===== src/rtl/pswd_pkg.sv =====
package pswd_pkg;

  localparam int SRC_W           = 6;
  localparam int ENTRY_W         = 2 + 2 * SRC_W;
  localparam int MAP_MAX_ENTRIES = 256;
  localparam int MAP_MAX_W       = MAP_MAX_ENTRIES * ENTRY_W;

  typedef enum logic [1:0] {
    MODE_PASS = 2'd0,
    MODE_INV  = 2'd1,
    MODE_XOR  = 2'd2,
    MODE_XNOR = 2'd3
  } src_mode_e;

  typedef struct packed {
    src_mode_e        mode;
    logic [SRC_W-1:0] src_b;
    logic [SRC_W-1:0] src_a;
  } map_entry_t;

  // Default table: spreads sources and modes over every partition
  function automatic logic [MAP_MAX_W-1:0] default_map(int n_ext, int n_int, int n_part);
    logic [MAP_MAX_W-1:0] m;
    map_entry_t           e;
    int                   a;
    int                   b;
    int                   md;
    int                   idx;
    m = '0;
    for (int p = 0; p < n_part; p++) begin
      for (int c = 0; c < n_int; c++) begin
        idx = p * n_int + c;
        a   = (c * (2 * p + 1) + p) % n_ext;
        b   = (a + p + 1) % n_ext;
        md  = ((c / n_ext) + p) % 4;
        e.mode  = src_mode_e'(md[1:0]);
        e.src_a = a[SRC_W-1:0];
        e.src_b = b[SRC_W-1:0];
        if (idx < MAP_MAX_ENTRIES) begin
          m[idx*ENTRY_W +: ENTRY_W] = e;
        end
      end
    end
    return m;
  endfunction

endpackage


===== src/rtl/pswd_rst_sync.sv =====
module pswd_rst_sync (
  input  logic clk_i,
  input  logic rst_ni,
  output logic rst_sync_no
);

  logic [1:0] stage_q;

  always_ff @(posedge clk_i or negedge rst_ni) begin
    if (!rst_ni) begin
      stage_q <= 2'b00;
    end else begin
      stage_q <= {stage_q[0], 1'b1};
    end
  end

  assign rst_sync_no = stage_q[1];

endmodule


===== src/rtl/pswd_part_reg.sv =====
module pswd_part_reg #(
  parameter int N_PART = 3,
  parameter int PSEL_W = 2
) (
  input  logic              clk_i,
  input  logic              rst_ni,
  input  logic              scan_en_i,
  input  logic [PSEL_W-1:0] sel_i,
  output logic [PSEL_W-1:0] part_o
);

  localparam logic [PSEL_W:0] PART_LIM = N_PART[PSEL_W:0];

  logic [PSEL_W-1:0] part_q;
  logic [PSEL_W-1:0] part_d;
  logic              sel_legal;
  logic              load_en;

  always_comb begin
    sel_legal = ({1'b0, sel_i} < PART_LIM);
    load_en   = !scan_en_i && sel_legal;
    part_d    = sel_i;
  end

  always_ff @(posedge clk_i or negedge rst_ni) begin
    if (!rst_ni) begin
      part_q <= '0;
    end else if (load_en) begin
      part_q <= part_d;
    end
  end

  assign part_o = part_q;

  a_r5_hold_in_shift: assert property (@(posedge clk_i) disable iff (!rst_ni)
    scan_en_i |=> $stable(part_q));

  a_r4_load_legal: assert property (@(posedge clk_i) disable iff (!rst_ni)
    (!scan_en_i && ({1'b0, sel_i} < PART_LIM)) |=> (part_q == $past(sel_i)));

  a_r6_ignore_range: assert property (@(posedge clk_i) disable iff (!rst_ni)
    (!scan_en_i && ({1'b0, sel_i} >= PART_LIM)) |=> $stable(part_q));

  a_r6_part_in_range: assert property (@(posedge clk_i) disable iff (!rst_ni)
    ({1'b0, part_q} < PART_LIM));

endmodule


===== src/rtl/pswd_chain_mux.sv =====
module pswd_chain_mux #(
  parameter int N_EXT  = 16,
  parameter int N_INT  = 64,
  parameter int N_PART = 3,
  parameter int PSEL_W = 2,
  parameter int CHAIN  = 0,
  parameter logic [pswd_pkg::MAP_MAX_W-1:0] MAP = '0
) (
  input  logic [N_EXT-1:0]  ext_i,
  input  logic [PSEL_W-1:0] part_i,
  output logic              chain_o
);

  logic [N_PART-1:0] cand;

  for (genvar p = 0; p < N_PART; p++) begin : g_part
    localparam pswd_pkg::map_entry_t ENT =
      pswd_pkg::map_entry_t'(MAP[(p*N_INT+CHAIN)*pswd_pkg::ENTRY_W +: pswd_pkg::ENTRY_W]);
    localparam int IA = int'(ENT.src_a) % N_EXT;
    localparam int IB = int'(ENT.src_b) % N_EXT;

    always_comb begin
      case (ENT.mode)
        pswd_pkg::MODE_PASS: cand[p] = ext_i[IA];
        pswd_pkg::MODE_INV:  cand[p] = ~ext_i[IA];
        pswd_pkg::MODE_XOR:  cand[p] = ext_i[IA] ^ ext_i[IB];
        default:             cand[p] = ~(ext_i[IA] ^ ext_i[IB]);
      endcase
    end
  end

  assign chain_o = cand[part_i];

endmodule


===== src/rtl/scan_width_decomp.sv =====
module scan_width_decomp #(
  parameter int N_EXT  = 16,
  parameter int N_INT  = 64,
  parameter int N_PART = 3,
  parameter logic [pswd_pkg::MAP_MAX_W-1:0] MAP = pswd_pkg::default_map(N_EXT, N_INT, N_PART),
  localparam int PSEL_W = (N_PART > 1) ? $clog2(N_PART) : 1
) (
  input  logic              clk_i,
  input  logic              rst_ni,
  input  logic              scan_en_i,
  input  logic [PSEL_W-1:0] part_sel_i,
  input  logic [N_EXT-1:0]  scan_ext_i,
  output logic [N_INT-1:0]  scan_int_o
);

  logic              rst_sync_n;
  logic [PSEL_W-1:0] part_act;

  pswd_rst_sync u_rst_sync (
    .clk_i       (clk_i),
    .rst_ni      (rst_ni),
    .rst_sync_no (rst_sync_n)
  );

  pswd_part_reg #(
    .N_PART (N_PART),
    .PSEL_W (PSEL_W)
  ) u_part_reg (
    .clk_i     (clk_i),
    .rst_ni    (rst_sync_n),
    .scan_en_i (scan_en_i),
    .sel_i     (part_sel_i),
    .part_o    (part_act)
  );

  for (genvar c = 0; c < N_INT; c++) begin : g_chain
    pswd_chain_mux #(
      .N_EXT  (N_EXT),
      .N_INT  (N_INT),
      .N_PART (N_PART),
      .PSEL_W (PSEL_W),
      .CHAIN  (c),
      .MAP    (MAP)
    ) u_mux (
      .ext_i   (scan_ext_i),
      .part_i  (part_act),
      .chain_o (scan_int_o[c])
    );
  end

  // the output path holds no state of its own
  a_r8_no_hidden_state: assert property (@(posedge clk_i) disable iff (!rst_sync_n)
    (scan_en_i && $past(scan_en_i) && $stable(scan_ext_i)) |-> $stable(scan_int_o));

endmodule


===== config.mk =====
export PLATFORM = sky130hd
export DESIGN_NAME = scan_width_decomp
export DESIGN_NICKNAME = d
export VERILOG_FILES = /design/src/rtl/pswd_pkg.sv /design/src/rtl/pswd_rst_sync.sv /design/src/rtl/pswd_part_reg.sv /design/src/rtl/pswd_chain_mux.sv /design/src/rtl/scan_width_decomp.sv
export SDC_FILE = /design/constraint.sdc
export NUM_CORES = 1
export LEC_CHECK = 0
export ABC_AREA = 1
export BUFFER_PORTS_ARGS = -buffer_cell sky130_fd_sc_hd__buf_2
export CORE_UTILIZATION = 50
export CTS_CLUSTER_DIAMETER = 100
export DETAILED_ROUTE_END_ITERATION = 16
export GPL_TIMING_DRIVEN = 0
export HOLD_SLACK_MARGIN = 0.08
export PLACE_DENSITY = 0.89
export SYNTH_ARGS = -nofsm -noshare
export SYNTH_HDL_FRONTEND = slang
export SYNTH_SLANG_ARGS = --single-unit
export TNS_END_PERCENT = 1

===== constraint.sdc =====
create_clock -name clk_i -period 1.45 [get_ports clk_i]
set_input_delay 0.0725 -clock clk_i [delete_from_list [all_inputs] [get_ports clk_i]]
set_output_delay 0.0725 -clock clk_i [all_outputs]
set_load 0.05 [all_outputs]

### Word level (Yosys, flattened, before mapping)

Cells that the tools add are included.

* register bits: 4

* magnitude comparators: 2
* muxes and demuxes: 128
* bitwise logic cells: 112
* reductions and logical operators: 2

Operators by type and width (number)
* $bmux 1 s2: 64
* $mux 1: 64
* $not 1->1: 64
* $xor 1x1->1: 48
* $lt 2x3->1 const B: 1
* $lt 2x2->1 const B: 1
* $logic_and 1x1->1: 1
* $logic_not 1->1: 1

### Longest topological paths before layout

Gate-level depths: netlist of the first run.

* depth in word-level cells: 4
* mapped depth: 8
* gate-level depth less buffers: 6

### By module

A second synthesis of the first run with hierarchy kept.

* cells, all modules: 883
* area, all modules: 3707.3 µm²

By module, submodules not included
* pswd_chain_mux (g_chain[0].u_mux ...): instances 16, cells an instance 13, area an instance 51.3 µm², sequential area each 0.0 µm²
* pswd_chain_mux (g_chain[33].u_mux ...): instances 12, cells an instance 16, area an instance 65.1 µm², sequential area each 0.0 µm²
* pswd_chain_mux (g_chain[16].u_mux ...): instances 12, cells an instance 15, area an instance 63.8 µm², sequential area each 0.0 µm²
* pswd_chain_mux (g_chain[49].u_mux ...): instances 14, cells an instance 12, area an instance 48.8 µm², sequential area each 0.0 µm²
* pswd_chain_mux (g_chain[22].u_mux ...): instances 4, cells an instance 14, area an instance 58.8 µm², sequential area each 0.0 µm²
* pswd_chain_mux (g_chain[32].u_mux ...): instances 4, cells an instance 13, area an instance 56.3 µm², sequential area each 0.0 µm²
* pswd_part_reg: instances 1, cells an instance 8, area an instance 72.6 µm², sequential area each 50.0 µm²
* pswd_chain_mux (g_chain[48].u_mux ...): instances 2, cells an instance 8, area an instance 35.0 µm², sequential area each 0.0 µm²
* pswd_rst_sync: instances 1, cells an instance 3, area an instance 53.8 µm², sequential area each 50.0 µm²

### Worst setup path after synthesis of the first run

Ideal clock, no wire load.

* path type: reg2out
* start: reg u_part_reg.part_q[0], in the netlist u_part_reg.part_o[0]
* end: out scan_int_o[6]
* arrival: 1.137 ns
* data required time: 1.378 ns
* slack: 0.240 ns
* cell stages (with the launch flop): 7
* path through: dfrtp_1 buf_6 buf_8 a21oi_1 nand2_1 o21ai_2 buf_4

* cells in the longest elaborated chain, start to end: 2

Ends and longest elaborated chain
* from (decl): line pswd_part_reg.sv:14 `logic [PSEL_W-1:0] part_q;`
* from (signal assigned): line pswd_part_reg.sv:29 `part_q <= part_d;`
* $bmux 1 s2: line pswd_chain_mux.sv:32 `assign chain_o = cand[part_i];`
* $mux 1 (implied by the code): line pswd_chain_mux.sv:32
* to (decl): line scan_width_decomp.sv:13 `output logic [N_INT-1:0] scan_int_o`

No other way between the ends. The select of a mux whose other input is x is not followed.

### Worst setup path in the final report of the first run

* start: reg u_part_reg.part_q[0], in the netlist u_part_reg.part_o[0]
* end: out scan_int_o[42]

The elaborated chain is that of the path after synthesis.

==> results of run 1 <==
## power breakdown
| part | internal (mW) | switching (mW) | leakage (nW) | total, mW |
|---|---|---|---|---|
| clock network | 0.177 | 0.0532 | 0.0216 | 0.230 |
| registers | 0.122 | 0.00380 | 0.0479 | 0.126 |
| logic | 1.76 | 2.53 | 2.07 | 4.29 |
## state kept, by name, indices dropped and copies added, names as in the netlist
register            count
u_part_reg.part_o       2
u_rst_sync.stage_q      2
## stage by stage
| stage | cells | utilization | worst slack, ns | setup TNS, ns | power (mW) |
|---|---|---|---|---|---|
| floorplan | 475 | - | 0.2403 | 0 | 2.733 |
| global placement | 614 | 0.6230 | -0.09387 | -1.503 | 3.291 |
| detailed placement | 614 | 0.6230 | -0.07926 | -1.772 | 3.306 |
| CTS | 624 | 0.8095 | -0.1569 | -7.254 | 4.460 |
| global route | 624 | 0.8235 | -0.2453 | -11.51 | 4.817 |
| finish | 624 | 0.8235 | -0.2085 | -8.991 | 4.648 |
## cell usage after synthesis, types with 2 or more instances
| cell type | count |
|---|---|
| o21ai_0 | 10 |
| inv_4 | 2 |
| inv_1 | 22 |
| buf_4 | 72 |
| buf_2 | 16 |
| o21ai_2 | 2 |
| buf_6 | 10 |
| xnor2_1 | 16 |
| nand3_2 | 4 |
| nor2_1 | 10 |
| nor2_4 | 3 |
| nand3_1 | 63 |
| o21ai_1 | 11 |
| buf_8 | 2 |
| inv_2 | 2 |
| nand2_1 | 194 |
| a21oi_1 | 25 |
| dfrtp_1 | 4 |
## layer usage
| layer | vias to the layer above | GRT usage | wire length, um |
|---|---|---|---|
| li1 | 1589 | - | - |
| met1 | 1592 | 0.5237 | 4269 |
| met2 | 313 | 0.6942 | 5467 |
| met3 | 67 | 0.1303 | 1382 |
| met4 | 0 | 0.2714 | 556 |
| met5 | - | 0 | 0 |
## cell type report
type | instances | area [um^2] | share of cell area
Buffer | 99 | 828.3 | 0.2075
Clock buffer | 3 | 41.29 | 0.01034
Inverter | 27 | 123.9 | 0.03102
Tap cell | 67 | 83.83 | 0.02100
Sequential cell | 4 | 100.1 | 0.02507
Multi-Input combinational cell | 343 | 1755 | 0.4397
Timing Repair Buffer | 81 | 1060 | 0.2654
## worst max-delay path, stage by stage, from the launching register on
cell	delay [ns]
dfrtp_1	0.36
buf_6	0.16
inv_12	0.10
nand2_8	0.09
inv_8	0.09
buf_12	0.15
nand2_1	0.07
nand2_1	0.09
buf_4	0.13
buf_8	0.14
## timing repair
action | 4_1_cts | 5_1_grt
gates cloned | 2 | 0
endpoints found under the hold margin | 4 | 0
setup buffers | 5 | 0
endpoints found under the setup margin | 64 | 64
hold buffers | 2 | 0
pin swaps | 24 | 0
resized for setup | 229 | 19
## cells by family (layout without fill, tap and decap cells)
group                  after synthesis  after routing  share of synthesized area
other                                1              1                   0.001456
buffers and inverters              128            210                     0.3453
AO/OA/AOI/OAI                       49             49                    0.09908
XOR/XNOR                            16             16                    0.05439
flip-flops                           4              4                    0.03886
AND/OR/NAND/NOR                    277            277                     0.4609
## worst max-delay path by stage
stage / cells past startpoint / endpoint / slack (ns)
final: 9 / scan_int_o[42] / -0.21
after global routing: 9 / scan_int_o[42] / -0.25
after CTS: 8 / scan_int_o[46] / -0.16
after detailed placement: 9 / scan_int_o[28] / -0.08
after global placement: 7 / scan_int_o[53] / -0.09
after floorplan: 6 / scan_int_o[6] / 0.24
==> impl_results.md, run 1 <==
- Leading cell type in the layout, fill and taps excluded: nand2_1
- Yosys top cell area share: 0.2827
- EDFF count, synth: 0
- Main synth FF type: dfrtp_1
- H-tree Lvls: 1
- Outcome: finished with violations
- Initial antenna violation count: 0
- CTS Buf Count: 3
- DP Area: about 3000 um^2
- Worst VDD drop: ~0.0011 V
- Post-Syn Instances: 475
- Slew Viols, Final: 0
- RSZ-0062 raised after global routing: true
- Area grow syn2layout: 54.98%
- Clk_skew: 0.002441 ns
- R2r endpoint: u_part_reg.part_o[0]
- Port buffer count: between 70 and 80
- Fmax: between 600 and 700 MHz
- Final WS setup: -0.2085 ns
- Fillers: 331
- Routability cong.: 0.9849
- Synth unique cells: 25
- CP max FO: 10
- Worst skew pair latency: between 0.2 and 0.25 ns
- Total routed wirelength: around 12 mm
- Number of remaining DRC errors: 0
- Die area: around 5400 um^2
- Fraction of layout cells with a size suffix above 1: 0.4255
- IO Count: 85
- Rows: 25
- Most frequent cells in the layout: nand2_1 (190), buf_4 (79), nand3_1 (54)
- Leading area contributor after synthesis: nand2_1
- Die H: between 70 and 80 um
- DR pass1 iterations: 6
- Drt first-iter violations: 426
- Reg2reg path depth: 4
- Largest net degree at the start of global routing: 11
- Arrival time at the worst endpoint: approximately 1.6 ns
- Post-DP HPWL: approximately 6.9 mm
- R2r startpoint: u_part_reg.part_o[0]
- Clock transition at path regs: about 0.03 ns
- Final hold slack: 0.1810 ns
- First-pass GRT wire length: between 15 and 20 mm
- Seq/Total Area, Yosys: 0.03885
- TritonCTS clock tree: done
- Lkg Pwr: about 2.1 nW
- Net Count, Synth: 496
- Design area: approximately 4000 um^2
- Core area: approximately 4800 um^2
- CTS Buffer Depth: 2
- WL per Instance: approximately 19 um
- Final Hold Violating Endpoints: 0
- Async S/R FF share, synth: 1.000
- CP Launch Point: u_part_reg.part_o[0]
- Vias: 3561
- Synth area leaders: nand2_1 (28%), buf_4 (21%), nand3_1 (12%), xnor2_1 (5.4%), a21oi_1 (4.9%)
- Failing checks: negative setup slack
- Nature of the critical path startpoint: register
- GRT Resource Usage Total: 0.4410
- Tcrit/Tclk final: 1.144
- Root Buffer Master: clkbuf_8
- Vias per cell: 5.707
- Vias in the first global route: between 3000 and 4000
- Pwr dens: around 1200 nW/um^2
- Avg Inst Size Synth: approximately 5.4 um^2
- Shortest period the worst path allows: roughly 1.7 ns
- Crit path kind: reg2out
- Yosys warning total: 0
- CP Capture Type: output port
- Post-Syn Area: 2576 um^2
- Maxcap violations: 0
- Antenna Violating Nets Remaining: 0
- CTS sink cnt: 4
- Synthesis-stage register bit count: 4
- Final setup viols: 64
- Ant. Diodes: 0
- WP data required: 1.38 ns
- Overflow after GRT: 0
- R2R setup slack: 0.34 ns
- Final net count: just under 600
- Path type of the worst min-delay path: in2async
- Die W: 73.78 um
- Initial Utilization: 0.5314
(Power assumes the default switching activity.)
==> run 2: changes to the inputs <==
TNS_END_PERCENT = 20   (was 1)
==> impl_results.md, run 2 (synthesis results as in run 1) <==
- Worst skew pair latency: 0.22 ns (about the same)
- Outcome: finished with violations
- Final setup viols: 64 (unchanged)
- Die area: 5443 um^2 (unchanged)
- Clock transition at path regs: 0.03 ns (about the same)
- Initial Utilization: 0.5314 (unchanged)
- Nature of the critical path startpoint: register
- Final WS setup: -0.2559 ns (-0.04737 ns)
- GRT Resource Usage Total: 0.4379 (-0.003142)
- TritonCTS clock tree: done
- Combinational share of power: 0.926 (+0.002)
- Drt first-iter violations: 583 (+37%)
- Leading cell type in the layout, fill and taps excluded: nand2_1
- Vias: 3777 (+6.1%)
- Tcrit/Tclk final: 1.176 (+0.03267)
- Path type of the worst min-delay path: in2reg
- Port buffer count: 72 (unchanged)
- Post-DP HPWL: 6.859 mm (unchanged)
- Initial antenna violation count: 0 (unchanged)
- CP max FO: 10 (unchanged)
- Final net count: 576 (-0.69%)
- Largest net degree at the start of global routing: 11 (unchanged)
- CTS sink cnt: 4 (unchanged)
- H-tree Lvls: 1 (unchanged)
- Pre-CTS WS: -0.07926 ns (unchanged)
- Maxcap violations: 0 (unchanged)
- Worst VDD drop: 0.001041 V (-1.6%)
- DP Area: 3020 um^2 (unchanged)
- Number of remaining DRC errors: 0 (unchanged)
- Root Buffer Master: clkbuf_8
- Rows: 25 (unchanged)
- IO Count: 85 (unchanged)
- Final Hold Violating Endpoints: 0 (unchanged)
- First-pass GRT wire length: 17.88 mm (about the same)
- Design area: 4225 um^2 (+5.8%)
- Crit path kind: reg2out
- Fraction of layout cells with a size suffix above 1: 0.4882 (+0.06275)
- Failing checks: negative setup slack
- Clock Power Share: 0.048 (about the same)
- Total routed wirelength: 12.91 mm (+11%)
- CTS Buffer Depth: 2 (unchanged)
- Most frequent cells in the layout: nand2_1 (162), buf_4 (66), buf_8 (49)
- Pint: 2.124 mW (+3.2%)
- Core area: 4848 um^2 (unchanged)
- Shortest period the worst path allows: 1.706 ns (+0.04737 ns)
- Antenna Violating Nets Remaining: 0 (unchanged)
- Clk_skew: 0.004640 ns (+0.002199 ns)
- WL per Instance: 20.82 um (+11%)
- Fmax: 586.2 MHz (-2.8%)
- Arrival time at the worst endpoint: 1.63 ns (+0.04 ns)
- Sequential power share: 0.026 (about the same)
- Net Sw Power: 2.743 mW (+5.9%)
- Final hold slack: 0.1921 ns (+0.01110 ns)
- WP data required: 1.38 ns (about the same)
- Die H: 73.78 um (unchanged)
- Ant. Diodes: 0 (unchanged)
- CTS Buf Count: 3 (unchanged)
- Pwr dens: 1152 nW/um^2 (-1.0%)
- Lkg Pwr: 2.215 nW (+3.4%)
- Sw Ratio: 0.5636 (+0.006533)
- DR pass1 iterations: 7 (+1)
- Vias in the first global route: 3499 (+0.057%)
- CP Capture Type: output port
- Routability cong.: 0.9849 (unchanged)
- Overflow after GRT: 0 (unchanged)
- RSZ-0062 raised after global routing: true
- Final Power: 4.868 mW (+4.7%)
- Area grow syn2layout: 64.01%
- Vias per cell: 6.092 (+6.8%)
- Die W: 73.78 um (unchanged)
- Slew Viols, Final: 0 (unchanged)
run 2: timing repair:
action / in CTS / in global routing
hold buffers: 2 / 0
endpoints found under the hold margin: 4 / 0
setup endpoints to repair: 64 / 64
cloned: 2 / 1
resized for setup: 237 / 76
pin swaps: 21 / 18
buffers inserted: 5 / 2
run 2: power groups by stage:
stage          registers (mW)  clock network, mW  logic [mW]
6_report                0.128              0.233        4.51
5_1_grt                 0.128              0.240        4.63
4_1_cts                 0.126              0.237        4.10
3_5_place_dp            0.128                  0        3.18
3_3_place_gp            0.127                  0        3.16
2_1_floorplan           0.127                  0        2.61
run 2: per-layer routing:
layer | track usage | wire length (um) | part of all wire | up-vias
li1 | - | - | - | 1578
met1 | 0.5212 | 4438 | 0.34 | 1670
met2 | 0.6942 | 5845 | 0.45 | 425
met3 | 0.1276 | 1796 | 0.14 | 104
met4 | 0.2585 | 830 | 0.064 | 0
met5 | 0 | 0 | 0 | -
run 2: through the flow:
step,setup TNS [ns],std cells,util
final,-11.36,620,0.8715
after global routing,-13.33,620,0.8715
after CTS,-7.120,621,0.8111
after detailed placement,-1.772,614,0.6230
after global placement,-1.503,614,0.6230
after floorplan,0,475,-
run 2: critical path, stage by stage (launching register included):
cell	delay, ns
dfrtp_1	0.38
buf_8	0.16
buf_6	0.16
a21oi_2	0.19
nand2_1	0.09
o21ai_0	0.12
buf_4	0.16
buf_6	0.14
run 2: worst paths after layout:
check	from	endpoint	slack, ns	cells after the start
hold / removal	part_sel_i[1]	u_part_reg.part_o[1]	0.19	3
setup / recovery	u_part_reg.part_o[0]	scan_int_o[13]	-0.26	7
max in group asynchronous	u_rst_sync.stage_q[1]	u_part_reg.part_o[0]	0.72	1
min in group asynchronous	rst_ni	u_rst_sync.stage_q[1]	0.20	2
hold reg to reg	u_rst_sync.stage_q[0]	u_rst_sync.stage_q[1]	0.39	0
setup reg to reg	u_part_reg.part_o[1]	u_part_reg.part_o[1]	0.26	4
run 2: area by class of cell:
type                       count  area [um^2]
clock buffer                   3        41.29
buffer                        92        802.0
multi-input combinational    343         1947
fill                         261        623.1
inverter                      27        131.4
sequential                     4        100.1
tap                           67        83.83
timing repair buffer          84         1120
==> run 3: changes to the inputs <==
ABC_AREA = not set   (was 1)
CELL_PAD_IN_SITES_DETAIL_PLACEMENT = 0   (was not set)
CELL_PAD_IN_SITES_GLOBAL_PLACEMENT = 1   (was not set)
CORE_UTILIZATION = 35   (was 50)
PLACE_DENSITY = 0.92   (was 0.89)
==> impl_results.md, run 3 <==
- Outcome: finished with violations
- Failing checks: negative setup slack
- Vias per cell: 5.769 (-5.3%)
- CTS Buf Count: 3 (unchanged)
- CTS sink cnt: 4 (unchanged)
- Core area: 6350 um^2 (+31%)
- Fmax: 575.7 MHz (-1.8%)
- Initial Utilization: 0.3633 (-0.1680)
- IO Count: 85 (unchanged)
- Slew Viols, Final: 0 (unchanged)
- Final hold slack: 0.1240 ns (-0.06817 ns)
- GR Util met2: 0.4493 (-0.2449)
- Post-Syn Area: 2307 um^2 (-10%)
- Area grow syn2layout: 75.22%
- Most frequent cells in the layout: buf_4 (66), buf_8 (50), xnor2_1 (38)
- Fillers: 519 (+99%)
- Worst Min Path Start: part_sel_i[1]
- Root Buffer Master: clkbuf_8
- GR Layer Usage met1: 0.3210 (-0.2002)
- WHS Path Cells: 3 (unchanged)
- Net Count, Synth: 360 (-27%)
- CP Capture Type: output port
- Final WS setup: -0.2870 ns (-0.03117 ns)
- Yosys top cell area share: 0.2245 (-0.05815)
- Final Power: 4.614 mW (-5.2%)
- Arrival time at the worst endpoint: 1.66 ns (+0.03 ns)
- First-pass GRT wire length: 15.11 mm (-15%)
- Vias in the first global route: 2971 (-15%)
- Hold EP: u_part_reg.part_o[1]
- Path type of the worst min-delay path: in2reg
- Reg2reg path depth: 3 (-1)
- Async S/R FF share, synth: 1.000 (unchanged)
- Port buffer count: 77 (+6.9%)
- Nature of the critical path startpoint: register
- Seq/Total Area, Yosys: 0.04338 (+0.004530)
- Die H: 83.19 um (+13%)
- GRT Max-Usage Layer: met2
- WL per Instance: 19.64 um (-5.7%)
- Crit path kind: reg2out
- Count leader, synth: buf_4
- Final Hold Violating Endpoints: 0 (unchanged)
- TritonCTS clock tree: done
- Antenna Violating Nets Remaining: 0 (unchanged)
- Fraction of layout cells with a size suffix above 1: 0.5758 (+0.08751)
- DR pass1 iterations: 5 (-2)
- R2r startpoint: u_part_reg.part_o[0]
- Initial antenna violation count: 0 (unchanged)
- Synth unique cells: 37 (+48%)
- EDFF count, synth: 0 (unchanged)
- Shortest period the worst path allows: 1.737 ns (+0.03117 ns)
- Main synth FF type: dfrtp_1
- Drt first-iter violations: 363 (-38%)
- Die area: 6921 um^2 (+27%)
- Tcrit/Tclk final: 1.198 (+0.02150)
- H-tree Lvls: 1 (unchanged)
- Leading cell type in the layout, fill and taps excluded: buf_4
- Overflow after GRT: 0 (unchanged)
- TNS Setup: -14.66 ns (-3.304 ns)
- WP data required: 1.38 ns (about the same)
- Final setup viols: 64 (unchanged)
- R2R setup slack: 0.32 ns (+0.06 ns)
- Yosys warning total: 0 (unchanged)
- R2r endpoint: u_part_reg.part_o[0]
- Worst VDD drop: 0.0007748 V (-26%)
- Pwr dens: 1141 nW/um^2 (-0.93%)
- Routability cong.: 0.9131 (-7.3%)
- Post-DP HPWL: 6.077 mm (-11%)
- RSZ-0062 raised after global routing: true
- Ant. Diodes: 0 (unchanged)
- M3 GR Usage: 0.06262 (-0.06495)
- Synth area leaders: buf_4 (22%), xnor2_1 (14%), buf_2 (6.3%), a21oi_1 (6.1%), o22ai_1 (4.9%)
- Leading area contributor after synthesis: buf_4
- GRT Resource Usage Total: 0.2726 (-0.1652)
- Rows: 29 (+16%)
- Worst skew pair latency: 0.22 ns (about the same)
- Die W: 83.19 um (+13%)
- Lkg Pwr: 1.827 nW (-18%)
- Synthesis-stage register bit count: 4 (unchanged)
- Clk_skew: 0.0001861 ns (-0.004454 ns)
- Clock transition at path regs: 0.03 ns (about the same)
- Total routed wirelength: 9.937 mm (-23%)
- Post-Syn Instances: 339 (-29%)
- Commonest cells post-synth: buf_4 (69), xnor2_1 (38), buf_2 (29)
- Number of remaining DRC errors: 0 (unchanged)
- Final net count: 452 (-22%)
- CTS Buffer Depth: 2 (unchanged)
- Maxcap violations: 0 (unchanged)
- Vias: 2919 (-23%)
- CP max FO: 7 (-3)
- Pre-CTS WS: -0.2978 ns (-0.2185 ns)
- Avg Inst Size Synth: 6.806 um^2 (+25%)
- Largest net degree at the start of global routing: 11 (unchanged)
- Fin util: 0.6367 (-0.2348)
run 3: metal layers:
metal  part of all wire  wire, um  vias up
met3              0.092       916       59
li1                   -         -     1294
met5                  0         0        -
met2               0.47      4694      215
met4              0.058       580        0
met1               0.38      3746     1351
run 3: power by group:
part           switching (mW)  internal (mW)  total (mW)
clock network          0.0601          0.177       0.237
registers              0.0167          0.123       0.140
logic                    2.37           1.87        4.24
total                    2.44           2.17        4.61
run 3: cells by family (layout without fill, tap and decap cells):
group,after synthesis,after routing,share of synthesized area
flops,4,4,0.04339
simple gates,54,54,0.1074
xor+xnor,48,48,0.1822
other cells,1,1,0.001625
compound gates,111,111,0.3102
mux,10,10,0.04339
buf+inv,111,201,0.3118
run 3: worst max path at each step:
| stage | start | endpoint | slack (ns) | depth (start not counted) |
|---|---|---|---|---|
| after floorplan | u_part_reg.part_o[0] | scan_int_o[56] | 0.06 | 4 |
| after global placement | u_part_reg.part_o[1] | scan_int_o[56] | -0.31 | 5 |
| after detailed placement | u_part_reg.part_o[0] | scan_int_o[45] | -0.30 | 5 |
| after CTS | u_part_reg.part_o[1] | scan_int_o[56] | -0.28 | 5 |
| after global routing | u_part_reg.part_o[0] | scan_int_o[42] | -0.36 | 7 |
| final | u_part_reg.part_o[0] | scan_int_o[47] | -0.29 | 7 |
run 3: stage by stage:
stage               instances  area [um^2]
finish                    506         4043
global route              506         4043
CTS                       507         3816
detailed placement        493         2789
global placement          493         2789
floorplan                 339         2307
run 3: what timing repair did:
item | in CTS | in global routing
gates resized for setup | 270 | 56
gates cloned | 7 | 1
hold endpoints to repair | 4 | 0
hold buffers | 2 | 0
endpoints found under the setup margin | 64 | 64
buffers inserted | 6 | 2
pin swaps | 13 | 7
run 3: final cells by class:
type / instances / area [um^2] / area share
multi-input combinational: 224 / 1780 / 0.4404
timing repair buffer: 95 / 1182 / 0.2925
buffer: 94 / 790.8 / 0.1956
sequential: 4 / 102.6 / 0.02538
tap: 77 / 96.34 / 0.02383
inverter: 9 / 48.80 / 0.01207
clock buffer: 3 / 41.29 / 0.01021
run 3: critical path, cell delays in order, from the launching register on:
cell,delay (ns)
dfrtp_2,0.42
buf_6,0.13
nor2b_4,0.25
buf_4,0.17
nand2_1,0.07
o211a_1,0.11
buf_4,0.12
buf_4,0.18
